## config.mk

```make
export PLATFORM = sky130hd
export DESIGN_NAME = sgi_gate
export DESIGN_NICKNAME = d
export VERILOG_FILES = /design/src/rtl/sgi_gate_pkg.sv /design/src/rtl/sgi_grp_map.sv /design/src/rtl/sgi_acl_unpack.sv /design/src/rtl/sgi_verdict.sv /design/src/rtl/sgi_gate.sv
export SDC_FILE = /design/constraint.sdc
export NUM_CORES = 1
export LEC_CHECK = 0
export BUFFER_PORTS_ARGS = -buffer_cell sky130_fd_sc_hd__buf_2
export CELL_PAD_IN_SITES_DETAIL_PLACEMENT = 1
export CELL_PAD_IN_SITES_GLOBAL_PLACEMENT = 1
export CORE_MARGIN = 5
export CORE_UTILIZATION = 25
export CTS_CLUSTER_DIAMETER = 40
export DETAILED_ROUTE_END_ITERATION = 8
export PLACE_DENSITY = 0.82
export SETUP_SLACK_MARGIN = 0.02
export SKIP_LAST_GASP = 1
export SYNTH_ARGS = -nofsm -noshare
export SYNTH_HDL_FRONTEND = slang
export SYNTH_SLANG_ARGS = --single-unit
```

## constraint.sdc

```tcl
create_clock -name clk -period 3.3 [get_ports clk]
set_clock_uncertainty 0.15 [all_clocks]
set_input_delay 0.33 -clock clk [delete_from_list [all_inputs] [get_ports clk]]
set_output_delay 0.33 -clock clk [all_outputs]
set_load 0.01 [all_outputs]
```

## src/rtl/sgi_gate_pkg.sv

```systemverilog
// Package: shared encodings for the software-generated interrupt filter.
// Assumes: two-bit group and reason codes, used on the ports unchanged.
package sgi_gate_pkg;

    typedef enum logic [1:0] {
        GRP_G0   = 2'd0,
        GRP_G1S  = 2'd1,
        GRP_G1NS = 2'd2,
        GRP_RSV  = 2'd3
    } sgi_grp_e;

    typedef enum logic [1:0] {
        WHY_NONE  = 2'd0,
        WHY_GROUP = 2'd1,
        WHY_PERM  = 2'd2,
        WHY_BADID = 2'd3
    } sgi_why_e;

    // Resolve the configured group from the modifier bit, group bit and security mode.
    function automatic sgi_grp_e resolve_grp(input logic modb, input logic grpb, input logic secoff);
        if (grpb)
            return GRP_G1NS;
        else if (modb && !secoff)
            return GRP_G1S;
        else
            return GRP_G0;
    endfunction

endpackage

```

## src/rtl/sgi_grp_map.sv

```systemverilog
// Module: sgi_grp_map
// Computes the configured group of every interrupt in parallel.
// Assumes: one group bit and one modifier bit per interrupt. With security
// disabled the modifier bit is ignored.
module sgi_grp_map
    import sgi_gate_pkg::*;
#(
    parameter int N_INT = 16
) (
    input  logic [N_INT-1:0]      grp_bits,
    input  logic [N_INT-1:0]      mod_bits,
    input  logic                  sec_off,
    output logic [N_INT-1:0][1:0] cfg_grp
);
    for (genvar n = 0; n < N_INT; n++) begin : g_int
        // Per-interrupt group resolution.
        always_comb cfg_grp[n] = resolve_grp(mod_bits[n], grp_bits[n], sec_off);
    end
endmodule

```

## src/rtl/sgi_acl_unpack.sv

```systemverilog
// Module: sgi_acl_unpack
// Splits the packed permission word into one field per interrupt.
// Assumes: interrupt n occupies bits [AC_W*n+AC_W-1 : AC_W*n].
module sgi_acl_unpack #(
    parameter int N_INT = 16,
    parameter int AC_W  = 2
) (
    input  logic [N_INT*AC_W-1:0]      nsac_word,
    output logic [N_INT-1:0][AC_W-1:0] acl
);
    for (genvar n = 0; n < N_INT; n++) begin : g_fld
        // Slice the field that belongs to interrupt n.
        always_comb acl[n] = nsac_word[AC_W*n +: AC_W];
    end
endmodule

```

## src/rtl/sgi_verdict.sv

```systemverilog
// Module: sgi_verdict
// Combinational accept/drop decision for a single request.
// Assumes: the configured groups and permission fields are already
// unpacked per interrupt. The caller registers the result.
module sgi_verdict
    import sgi_gate_pkg::*;
#(
    parameter int N_INT      = 16,
    parameter int ID_W       = 5,
    parameter int AC_W       = 2,
    parameter int MIN_AC_G0  = 1,
    parameter int MIN_AC_G1S = 2
) (
    input  logic [ID_W-1:0]            req_id,
    input  logic [1:0]                 req_grp,
    input  logic                       req_ns,
    input  logic                       sec_off,
    input  logic [N_INT-1:0][1:0]      cfg_grp,
    input  logic [N_INT-1:0][AC_W-1:0] acl,
    output logic                       accept,
    output logic [1:0]                 why
);
    localparam int IDX_W = (N_INT > 1) ? $clog2(N_INT) : 1;

    logic              id_ok;
    logic [IDX_W-1:0]  idx;
    sgi_grp_e          tgt_grp;
    sgi_grp_e          eff_req;
    logic [AC_W-1:0]   tgt_acl;
    logic              perm_ok;

    // Range check and index of the target interrupt.
    always_comb begin
        id_ok = (int'(req_id) < N_INT);
        idx   = id_ok ? req_id[IDX_W-1:0] : '0;
    end

    // Fetch the target's configuration.
    always_comb begin
        tgt_grp = sgi_grp_e'(cfg_grp[idx]);
        tgt_acl = acl[idx];
    end

    // Secure group 1 requests on a group 0 target fall back to group 0.
    always_comb begin
        eff_req = sgi_grp_e'(req_grp);
        if (tgt_grp == GRP_G0 && eff_req == GRP_G1S)
            eff_req = GRP_G0;
    end

    // Graded permission check for non-secure originators.
    always_comb begin
        perm_ok = 1'b1;
        if (req_ns && !sec_off) begin
            if (tgt_grp == GRP_G0 && int'(tgt_acl) < MIN_AC_G0)
                perm_ok = 1'b0;
            if (tgt_grp == GRP_G1S && int'(tgt_acl) < MIN_AC_G1S)
                perm_ok = 1'b0;
        end
    end

    // Final verdict, in priority order of the reasons.
    always_comb begin
        accept = 1'b0;
        why    = WHY_NONE;
        if (!id_ok)
            why = WHY_BADID;
        else if (eff_req == GRP_RSV)
            why = WHY_GROUP;
        else if (eff_req == GRP_G0 && tgt_grp != GRP_G0)
            why = WHY_GROUP;
        else if (!perm_ok)
            why = WHY_PERM;
        else
            accept = 1'b1;
    end
endmodule

```

## src/rtl/sgi_gate.sv

```systemverilog
// Module: sgi_gate (top)
// Filters software-generated interrupt requests against the configured
// group and the non-secure permission fields, and registers the verdict.
// Assumes: the configuration inputs are valid in the cycle of the request.
// Outputs appear one clock after the request.
module sgi_gate
    import sgi_gate_pkg::*;
#(
    parameter int N_INT = 16,
    parameter int ID_W  = 5,
    parameter int AC_W  = 2
) (
    input  logic                  clk,
    input  logic                  rst_n,
    input  logic                  req_valid,
    input  logic [ID_W-1:0]       req_id,
    input  logic [1:0]            req_grp,
    input  logic                  req_ns,
    input  logic                  sec_off,
    input  logic [N_INT-1:0]      grp_bits,
    input  logic [N_INT-1:0]      mod_bits,
    input  logic [N_INT*AC_W-1:0] nsac_word,
    output logic                  pend_set,
    output logic [3:0]            pend_id,
    output logic                  drop,
    output logic [1:0]            drop_why
);
    logic [N_INT-1:0][1:0]      cfg_grp;
    logic [N_INT-1:0][AC_W-1:0] acl;
    logic                       accept;
    logic [1:0]                 why;

    sgi_grp_map #(.N_INT(N_INT)) u_map (
        .grp_bits (grp_bits),
        .mod_bits (mod_bits),
        .sec_off  (sec_off),
        .cfg_grp  (cfg_grp)
    );

    sgi_acl_unpack #(.N_INT(N_INT), .AC_W(AC_W)) u_acl (
        .nsac_word (nsac_word),
        .acl       (acl)
    );

    sgi_verdict #(.N_INT(N_INT), .ID_W(ID_W), .AC_W(AC_W)) u_dec (
        .req_id  (req_id),
        .req_grp (req_grp),
        .req_ns  (req_ns),
        .sec_off (sec_off),
        .cfg_grp (cfg_grp),
        .acl     (acl),
        .accept  (accept),
        .why     (why)
    );

    // Register the verdict of the current request.
    always_ff @(posedge clk) begin
        if (!rst_n) begin
            pend_set <= 1'b0;
            pend_id  <= '0;
            drop     <= 1'b0;
            drop_why <= WHY_NONE;
        end else begin
            pend_set <= req_valid && accept;
            drop     <= req_valid && !accept;
            pend_id  <= req_id[3:0];
            drop_why <= req_valid ? why : WHY_NONE;
        end
    end

    // outputs stay quiet in the cycle after reset.
    p_quiet_after_reset_r1: assert property (@(posedge clk) disable iff (!rst_n)
        !$past(rst_n) |-> (!pend_set && !drop));

    // the two strobes never fire together.
    p_excl_r2: assert property (@(posedge clk) disable iff (!rst_n)
        !(pend_set && drop));

    // any strobe is caused by a request one cycle earlier.
    p_resp_r2: assert property (@(posedge clk) disable iff (!rst_n)
        (pend_set || drop) |-> $past(req_valid));

    // out-of-range IDs are dropped as invalid.
    p_badid_r3: assert property (@(posedge clk) disable iff (!rst_n)
        $past(rst_n && req_valid && (int'(req_id) >= N_INT)) |->
            (drop && drop_why == WHY_BADID));

    // a permission drop needs a non-secure originator with security enabled.
    p_perm_r8: assert property (@(posedge clk) disable iff (!rst_n)
        (drop && drop_why == WHY_PERM) |-> $past(req_ns && !sec_off));

    // the set-pending ID matches the request.
    p_tag_r11: assert property (@(posedge clk) disable iff (!rst_n)
        pend_set |-> (pend_id == $past(req_id[3:0]) && drop_why == WHY_NONE));

    // the unused group code is always refused as a group mismatch.
    p_rsv_r12: assert property (@(posedge clk) disable iff (!rst_n)
        $past(rst_n && req_valid && (int'(req_id) < N_INT) && req_grp == 2'd3) |->
            (drop && drop_why == WHY_GROUP));
endmodule

```

==> results by group <==
Worst setup path
  • Critical path class: input port to flip-flop
  • CP cell instances: buf_2 -> mux4_2 -> or3b_1 -> a311o_1 -> a2111oi_4 -> a41o_1
  • CP max stage cell: mux4_2
  • Setup crit end kind: flip-flop
  • CP required: 3.32 ns
  • CP Launch Type: input port
  • CP bufs+invs: 1
  • Critical path's largest stage delay: 0.55 ns
  • Critical Path AT: 2.43 ns
  • Peak fanout along the critical path: 12
  • Top delay family on crit path: compound AO/OA/AOI/OAI gates

Global routing
  • Largest net degree at the start of global routing: 21
  • First-pass GRT wire length: 6.38 mm
  • Number of global-route vias before repair: about 1400
  • Tot GR Track Use: 0.145
  • Grt ovf: 0
  • Initial antenna violation count: 0

Placed design
  • Port Buffers: 83
  • Routability cong.: approximately 0.86
  • HPWL after detailed placement: 3.50 mm
  • Dpl cell area: 1470 µm²

Clock network
  • H-tree levels: 1
  • Cts hold-fix bufs: 0
  • CTS resizes: 0
  • CTS tree: done
  • Maximum root-to-sink buffer count: 2
  • Post-CTS Setup Bufs: 0
  • CTS Buf Count: 3
  • Root cell of the clock tree: clkbuf_8
  • CTS Sinks: 8
  • Clock slew at reported path FFs: approximately 0.040 ns

Synth
  • Cell Area, Synth: 1040 µm²
  • Mux cell area share after synthesis: 0.197
  • Flops & latches, synth: 8
  • Post-Synth Adder-Cell Area: 0
  • Top-count cell post-synth: inv_1
  • Synth warnings: 0
  • Yosys top cell by area: dfxtp_1
  • Synth top area share: 0.154
  • Synth area leaders: dfxtp_1 (15%), mux4_2 (11%), mux2i_1 (6.7%)
  • Yosys cell types: 47
  • Synth Area in Compound Gates: 0.296
  • Mapped Nets: about 200
  • Post-synthesis simple-gate area fraction: 0.266
  • Prevailing post-synth register cell: dfxtp_1
  • Synth top cells by count: inv_1 (9), dfxtp_1 (8), mux2i_1 (7), nand2_1 (7), nor2b_1 (7)
  • XOR/XNOR Fraction of Synth Area: 0
  • Largest family of logic cells by synthesized area: compound AO/OA/AOI/OAI gates
  • Fraction of registers with async set/reset: 0
  • Post-Synthesis Cells: around 120
  • Post-synth EDFFs: 0
  • Mean Syn Cell Area: approximately 8.5 µm²
  • Sequential area share after synthesis: 0.154

Detailed routing
  • Wirelength per Cell: around 16 µm
  • DRC Markers: 0
  • Final wirelength: roughly 4.1 mm
  • Iter 0 DRT Violations: 35
  • Vias: around 1300
  • Drt pass-1 iters: 4
  • Final ANT Viol Nets: 0
  • Vias/cell: 5.18

Run
  • Max cap viols: 0

Pwr
  • Worst vdd ir: 87.7 µV
  • Total power: between 0.3 and 0.4 mW
  • P_leak: roughly 0.73 nW
  • Pwr Density: 249 nW/µm²

Die
  • Die Height: between 70 and 80 µm
  • Core box area: between 4000 and 5000 µm²
  • Row count: 23
  • Initial Util: 0.258
  • Num ports: 84
  • Die Area: approximately 5600 µm²
  • Die X: roughly 75 µm

STA
  • Period utilization: 0.730
  • Hold Worst Slack: approximately 0.21 ns
  • Slew @ Worst Pin: ~0.42 ns
  • Peak Freq: 415 MHz
  • Setup violators final: 0
  • Final setup TNS: 0 ns
  • Final Critical Period: around 2.4 ns
  • Worst slew margin: 0.720
  • Unrepaired setup endpoints after global routing: false
  • Max Slew Vio Count: 0
  • Final-report hold violation count: 0

Outcome
  • Outcome: finished clean

Finish
  • Final #Nets: about 280
  • Utilization after layout: 0.376
  • Antenna Cells: 0
  • Area grow syn2layout: 45.4%
  • Layout cell share with drive strength beyond 1: 0.488
  • Final Cell Area: 1510 µm²

Hold path
  • Hold Crit Class: input port to flip-flop
routing by layer:
metal | part of all wire | global-route usage
met5 | 0 | 0
met1 | 0.40 | 0.173
met4 | 0.0047 | 0.0296
met3 | 0.067 | 0.0257
met2 | 0.53 | 0.269
final timing paths:
check                      from                endpoint  cells past startpoint
worst max-delay path  req_id[2]  drop_why[1]$_SDFF_PN0_                      6
worst min-delay path  req_valid  drop_why[1]$_SDFF_PN0_                      2
report_power, final:
part | switching, mW | internal [mW]
Sequential | 0.00118 | 0.102
Clock | 0.0393 | 0.0791
Combinational | 0.0745 | 0.0805
through the flow:
| step | setup slack, ns | instances |
|---|---|---|
| floorplan | 1.08 | 122 |
| global placement | 0.703 | 248 |
| detailed placement | 0.660 | 248 |
| CTS | 0.896 | 251 |
| global route | 0.681 | 251 |
| finish | 0.890 | 251 |
placed cells by master (no fill, tap or decap), types with 5 or more instances in the layout:
| master | synthesis | routed |
|---|---|---|
| a21oi_1 | 5 | 5 |
| and2_1 | 5 | 5 |
| buf_2 | 4 | 83 |
| dfxtp_1 | 8 | 8 |
| inv_1 | 9 | 9 |
| mux2i_1 | 7 | 7 |
| mux4_2 | 5 | 5 |
| nand2_1 | 7 | 7 |
| nor2b_1 | 7 | 7 |
logic make-up after synthesis:
logic type / Yosys count
AOI/OAI and AO/OA: 38
muxes: 14
buffers and inverters: 18
and+or+nand+nor: 44
DFF: 8
flip-flops by register name, summed over array words and instances (netlist names):
register and count:
drop 1, pend_id 4, pend_set 1, drop_why 2
cell type report:
class                      count  area (µm²)
clock buffer                   3        41.3
multi-input combinational     96         790
sequential                     8         160
timing repair buffer          84         423
fill                         510        2510
tap                           50        62.6
inverter                      10        37.5
Power figures use the tool's default switching activity.
